--- config.mk ---
export PLATFORM = sky130hd
export DESIGN_NAME = ide_port_decoder
export DESIGN_NICKNAME = d
export VERILOG_FILES = /design/src/rtl/ide_dec_pkg.sv /design/src/rtl/ide_access_qual.sv /design/src/rtl/ide_strobe_drv.sv /design/src/rtl/ide_read_fmt.sv /design/src/rtl/ide_port_decoder.sv
export SDC_FILE = /design/constraint.sdc
export NUM_CORES = 1
export LEC_CHECK = 0
export ABC_AREA = 1
export BUFFER_PORTS_ARGS = -buffer_cell sky130_fd_sc_hd__clkbuf_2
export CORE_UTILIZATION = 35
export CTS_BUF_LIST = sky130_fd_sc_hd__clkbuf_16
export DETAILED_ROUTE_END_ITERATION = 12
export GPL_ROUTABILITY_DRIVEN = 0
export PLACE_DENSITY_LB_ADDON = 0.1
export SLEW_MARGIN = 0
export SYNTH_ARGS = -nofsm -noshare
export SYNTH_HDL_FRONTEND = slang
export SYNTH_HIERARCHICAL = 1
export SYNTH_SLANG_ARGS = --single-unit
--- constraint.sdc ---
create_clock -name clk -period 1.22 [get_ports clk]
set_input_delay 0.244 -clock clk [delete_from_list [all_inputs] [get_ports clk]]
set_output_delay 0.244 -clock clk [all_outputs]
set_load 0.005 [all_outputs]
--- src/rtl/ide_dec_pkg.sv ---
package ide_dec_pkg;

  typedef enum logic [1:0] {
    SZ_BYTE = 2'd0,
    SZ_HALF = 2'd1,
    SZ_WORD = 2'd2,
    SZ_RSVD = 2'd3
  } acc_size_e;

  typedef enum logic [1:0] {
    K_NONE = 2'd0,
    K_BYTE = 2'd1,
    K_D16  = 2'd2,
    K_D32  = 2'd3
  } port_kind_e;

  // All-ones value at the width of an access; reserved size is full width.
  function automatic logic [31:0] width_mask(input logic [1:0] sz);
    case (sz)
      SZ_BYTE: width_mask = 32'h0000_00FF;
      SZ_HALF: width_mask = 32'h0000_FFFF;
      default: width_mask = 32'hFFFF_FFFF;
    endcase
  endfunction

endpackage

--- src/rtl/ide_access_qual.sv ---
module ide_access_qual
  import ide_dec_pkg::*;
#(
  parameter int unsigned ADDR_W = 3,
  parameter logic [ADDR_W-1:0] CTL_OFF = 2
) (
  input  logic              valid,
  input  logic              win,
  input  logic [ADDR_W-1:0] addr,
  input  logic [1:0]        size,
  output port_kind_e        kind
);

  localparam logic [ADDR_W-1:0] ZERO_OFF = '0;

  always_comb begin
    kind = K_NONE;
    if (valid) begin
      if (win) begin
        // control window: a single byte register
        if ((addr == CTL_OFF) && (size == SZ_BYTE)) kind = K_BYTE;
      end else begin
        case (size)
          SZ_BYTE: kind = K_BYTE;
          SZ_HALF: if (addr == ZERO_OFF) kind = K_D16;
          SZ_WORD: if (addr == ZERO_OFF) kind = K_D32;
          default: kind = K_NONE;
        endcase
      end
    end
  end

endmodule

--- src/rtl/ide_strobe_drv.sv ---
module ide_strobe_drv
  import ide_dec_pkg::*;
(
  input  port_kind_e kind,
  input  logic       we,
  output logic       rd_byte,
  output logic       wr_byte,
  output logic       rd_data16,
  output logic       wr_data16,
  output logic       rd_data32,
  output logic       wr_data32
);

  always_comb begin
    rd_byte   = 1'b0;
    wr_byte   = 1'b0;
    rd_data16 = 1'b0;
    wr_data16 = 1'b0;
    rd_data32 = 1'b0;
    wr_data32 = 1'b0;
    case (kind)
      K_BYTE:  if (we) wr_byte   = 1'b1; else rd_byte   = 1'b1;
      K_D16:   if (we) wr_data16 = 1'b1; else rd_data16 = 1'b1;
      K_D32:   if (we) wr_data32 = 1'b1; else rd_data32 = 1'b1;
      default: ;
    endcase
  end

endmodule

--- src/rtl/ide_read_fmt.sv ---
module ide_read_fmt
  import ide_dec_pkg::*;
(
  input  port_kind_e  kind,
  input  logic [1:0]  size,
  input  logic [31:0] dev_rdata,
  output logic [31:0] fmt_data
);

  always_comb begin
    case (kind)
      K_BYTE:  fmt_data = {24'h0, dev_rdata[7:0]};
      K_D16:   fmt_data = {16'h0, dev_rdata[15:0]};
      K_D32:   fmt_data = dev_rdata;
      default: fmt_data = width_mask(size);  // rejected read floats high
    endcase
  end

endmodule

--- src/rtl/ide_port_decoder.sv ---
module ide_port_decoder
  import ide_dec_pkg::*;
#(
  parameter int unsigned ADDR_W = 3,
  parameter logic [ADDR_W-1:0] CTL_OFF = 2
) (
  input  logic              clk,
  input  logic              rst_n,
  input  logic              req_valid,
  input  logic              req_win,
  input  logic [ADDR_W-1:0] req_addr,
  input  logic [1:0]        req_size,
  input  logic              req_we,
  input  logic [31:0]       req_wdata,
  output logic              rsp_ack,
  output logic [31:0]       rsp_rdata,
  output logic              dev_ctl,
  output logic [ADDR_W-1:0] dev_addr,
  output logic [31:0]       dev_wdata,
  input  logic [31:0]       dev_rdata,
  output logic              rd_byte,
  output logic              wr_byte,
  output logic              rd_data16,
  output logic              wr_data16,
  output logic              rd_data32,
  output logic              wr_data32
);

  port_kind_e  kind;
  logic [31:0] fmt_data;
  logic        ack_d, ack_q;
  logic [31:0] rdata_d, rdata_q;
  logic        any_stb;

  ide_access_qual #(.ADDR_W(ADDR_W), .CTL_OFF(CTL_OFF)) u_qual (
    .valid (req_valid),
    .win   (req_win),
    .addr  (req_addr),
    .size  (req_size),
    .kind  (kind)
  );

  ide_strobe_drv u_stb (
    .kind      (kind),
    .we        (req_we),
    .rd_byte   (rd_byte),
    .wr_byte   (wr_byte),
    .rd_data16 (rd_data16),
    .wr_data16 (wr_data16),
    .rd_data32 (rd_data32),
    .wr_data32 (wr_data32)
  );

  ide_read_fmt u_fmt (
    .kind      (kind),
    .size      (req_size),
    .dev_rdata (dev_rdata),
    .fmt_data  (fmt_data)
  );

  assign dev_ctl   = req_win;
  assign dev_addr  = req_addr;
  assign dev_wdata = req_wdata & width_mask(req_size);

  // next-state
  always_comb begin
    ack_d   = req_valid;
    rdata_d = rdata_q;
    if (req_valid) rdata_d = req_we ? 32'h0 : fmt_data;
  end

  // registers
  always_ff @(posedge clk or negedge rst_n) begin
    if (!rst_n) begin
      ack_q   <= 1'b0;
      rdata_q <= 32'h0;
    end else begin
      ack_q   <= ack_d;
      rdata_q <= rdata_d;
    end
  end

  assign rsp_ack   = ack_q;
  assign rsp_rdata = rdata_q;

  assign any_stb = rd_byte | wr_byte | rd_data16 | wr_data16 | rd_data32 | wr_data32;

  AST_ONE_STROBE: assert property (@(posedge clk) disable iff (!rst_n)
    $onehot0({rd_byte, wr_byte, rd_data16, wr_data16, rd_data32, wr_data32}));
  AST_IDLE_QUIET: assert property (@(posedge clk) disable iff (!rst_n)
    !req_valid |-> !any_stb);
  AST_ACK_NEXT: assert property (@(posedge clk) disable iff (!rst_n)
    req_valid |=> rsp_ack);
  AST_NO_SPURIOUS_ACK: assert property (@(posedge clk) disable iff (!rst_n)
    !req_valid |=> !rsp_ack);
  AST_CTL_NARROW: assert property (@(posedge clk) disable iff (!rst_n)
    (req_win && any_stb) |-> (req_addr == CTL_OFF && req_size == SZ_BYTE && (rd_byte || wr_byte)));
  AST_PORT_AT_ZERO: assert property (@(posedge clk) disable iff (!rst_n)
    (rd_data16 || wr_data16 || rd_data32 || wr_data32) |-> (!req_win && req_addr == '0));
  AST_RSVD_DROPPED: assert property (@(posedge clk) disable iff (!rst_n)
    (req_valid && req_size == SZ_RSVD) |-> !any_stb);
  AST_REJECT_ONES: assert property (@(posedge clk) disable iff (!rst_n)
    (req_valid && !req_we && !any_stb) |=> (rsp_rdata == width_mask($past(req_size))));

endmodule

==> out/results.txt <==
outcome = finished with violations
failing checks = negative setup slack
CP Data Arrival Time = 1.20 ns
DP Area = 2850 um2
initial antenna violation count = 0
Antenna Violating Nets Remaining = 0
first-pass GRT wire length = 9.48 mm
Reg clk slew, reported paths = 0.05 ns
critical path's largest stage delay = 0.22 ns
Slew headroom = 70.4%
Max VDD drop = 0.611 mV
min cycle time layout = 1.44 ns
leak pwr = 1.97 nW
Sink Count = 33
worst skew pair latency = 0.27 ns
Netlist Area Pre-Place = 2160 um2
WL final = 5.98 mm
DR vias = 2273
clock buffer depth = 2
CTS buffer count = 5
max_cap viols = 0
Worst Tran Pin Value = 0.443 ns
slowest stage cell, crit path = nor3_4
WL/cell = 11.8 um
Final nets = 505
H-tree levels = 2
Clock Tree Root = clkbuf_16
yosys warns = 6
Final Cell Area = 3150 um2
top post-synthesis cells by area = dfrtp_1 38%, nand2_1 19%, nand3_1 12%
final critical-path share of the clock period = 118%
Slew Limit Fails = 0
DR iter-0 viols = 72
top_reg_cell synth = dfrtp_1
pin count of the biggest net entering global routing = 35
Placeable Area = 5960 um2
Placement Setup Slack = -0.390 ns
top-count cell post-synth = nand2_1
die area = 6500 um2
IO Count = 149
Post-synth top cells = 108 x nand2_1, 50 x nand3_1, 34 x inv_1
DPL Wire Length = 4.22 mm
Post-synth EDFFs = 0
# DRC = 0
vias in the first global route = 2054
Critical Path RT = 0.98 ns
maximum fanout along the worst path = 4
register area share after synthesis = 38.2%
top cell type by total area after synthesis = dfrtp_1
Worst Skew = 0 ns
grt ovf = 0
Hold Crit Class = primary input to flop
top-area cell type share of the netlist area = 38.2%
critical path cell sequence = buf_8 -> nor2_4 -> nand2_2 -> nor3_4 -> buf_12 -> inv_6 -> nand2_4 -> nor2_2 -> buf_2
placed insts = 492
final non-filler cell total = 506
initial core utilization = 36.3%
worst setup margin = -0.221 ns
Synth cell types = 19
Post-Syn Area per Cell = 7.17 um2
Setup violations, final = 38
layout cells sized above 1 = 48.7%
startpoint types = primary input
Fillers = 627
Pwr Density = 992 nW/um2
cell count after synthesis = 302
DIE WIDTH = 80.6 um
#FFs+latches synth = 33
crit end category = output port
highest clock rate = 694 MHz
Via density = 4.49
Finished Core Util = 52.8%
PortBufs = 132
total track usage = 18.9%
critical setup path kind = primary input to output port
endpoints failing hold = 0
TritonRoute pass-1 iters = 4
Syn-to-layout area delta = 45.4%
worst path buffer plus inverter count = 4
RSZ-0062 raised after global routing = true
CTS tree = done
std cell rows = 28
Synthesized Nets = 376
crit-path leading delay family = simple AND/OR/NAND/NOR gates
asr flop ratio synth = 100%
ANT cells = 0
die height = 80.6 um
## flip-flops by register name, summed over array words and instances, names as in the netlist
signal and flops:
rsp_ack 1, rsp_rdata 32
## placed cells by master, fill, tap and decap left out, types with 2 or more instances in the layout
cell,Yosys,routed
buf_12,2,4
nand3_1,50,41
buf_4,15,15
dfrtp_1,33,33
nor2_4,2,3
nand2_4,1,4
nand2_2,15,17
nand3_2,0,9
buf_2,6,3
clkbuf_2,0,125
nor2_2,1,4
nand2_1,108,102
inv_2,1,3
inv_1,34,32
or2_2,8,8
clkbuf_16,0,5
nor2_1,15,11
buf_6,7,2
## final timing paths
path                            cells past startpoint                 startpoint  slack, ns                   endpoint
worst max-delay path                                9                req_addr[0]      -0.22                    rd_byte
worst min-delay path                                4               dev_rdata[6]       0.28   rsp_rdata[6]$_DFFE_PN0P_
worst max register to register                      2  rsp_rdata[22]$_DFFE_PN0P_       0.59  rsp_rdata[22]$_DFFE_PN0P_
worst min register to register                      2  rsp_rdata[19]$_DFFE_PN0P_       0.48  rsp_rdata[19]$_DFFE_PN0P_
max in group asynchronous                           3                      rst_n       0.57  rsp_rdata[29]$_DFFE_PN0P_
min in group asynchronous                           3                      rst_n       0.46  rsp_rdata[11]$_DFFE_PN0P_
## worst register-to-register path: cells and delay by family (launching register included)
kind | cells | cell delay (ns)
and+or+nand+nor | 2 | 0.12
DFF | 1 | 0.39
## layer usage
metal,vias up,global-route usage [%],part of all wire (%)
li1,1155,-,-
met1,1037,23.1,42
met2,75,33.0,50
met3,6,4.43,6.7
met4,0,5.18,1.0
met5,-,0,0
## power by group
group,internal (W),switching (W)
registers,0.00119,0.0000613
clock network,0.000729,0.000423
logic,0.000339,0.000378
## final cells by class
cell class | count | area, um2 | area share (%)
clock inverters | 2 | 7.51 | 0.239
clock buffers | 5 | 125 | 3.98
flip-flops and latches | 33 | 826 | 26.2
inverters | 36 | 148 | 4.69
multi-input cells | 203 | 1050 | 33.4
well taps | 75 | 93.8 | 2.98
repair buffers | 152 | 895 | 28.4
## per-stage QoR
stage          setup TNS, ns  power (W)  hold WS [ns]
2_1_floorplan          -3.29    0.00164       -0.0516
3_5_place_dp          -12.62    0.00195         0.222
6_report               -4.38    0.00312         0.285
5_1_grt                -7.86    0.00330         0.301
4_1_cts                -4.37    0.00314         0.283
3_3_place_gp          -10.90    0.00194         0.221
## cells by family after synthesis
group | Yosys count | synth area share, %
buffers and inverters | 66 | 18.7
xor gates and xnor gates | 1 | 0.405
and+or+nand+nor | 202 | 42.8
DFF | 33 | 38.2
## what timing repair did
item | 4_1_cts | 5_1_grt
endpoints found under the hold margin | 33 | 0
pin swaps | 8 | 8
buffers inserted | 4 | 2
hold buffers | 1 | 0
endpoints found under the setup margin | 38 | 47
resized for setup | 12 | 26
cloned | 0 | 0
No activity file was read; power rests on OpenSTA's default activity.
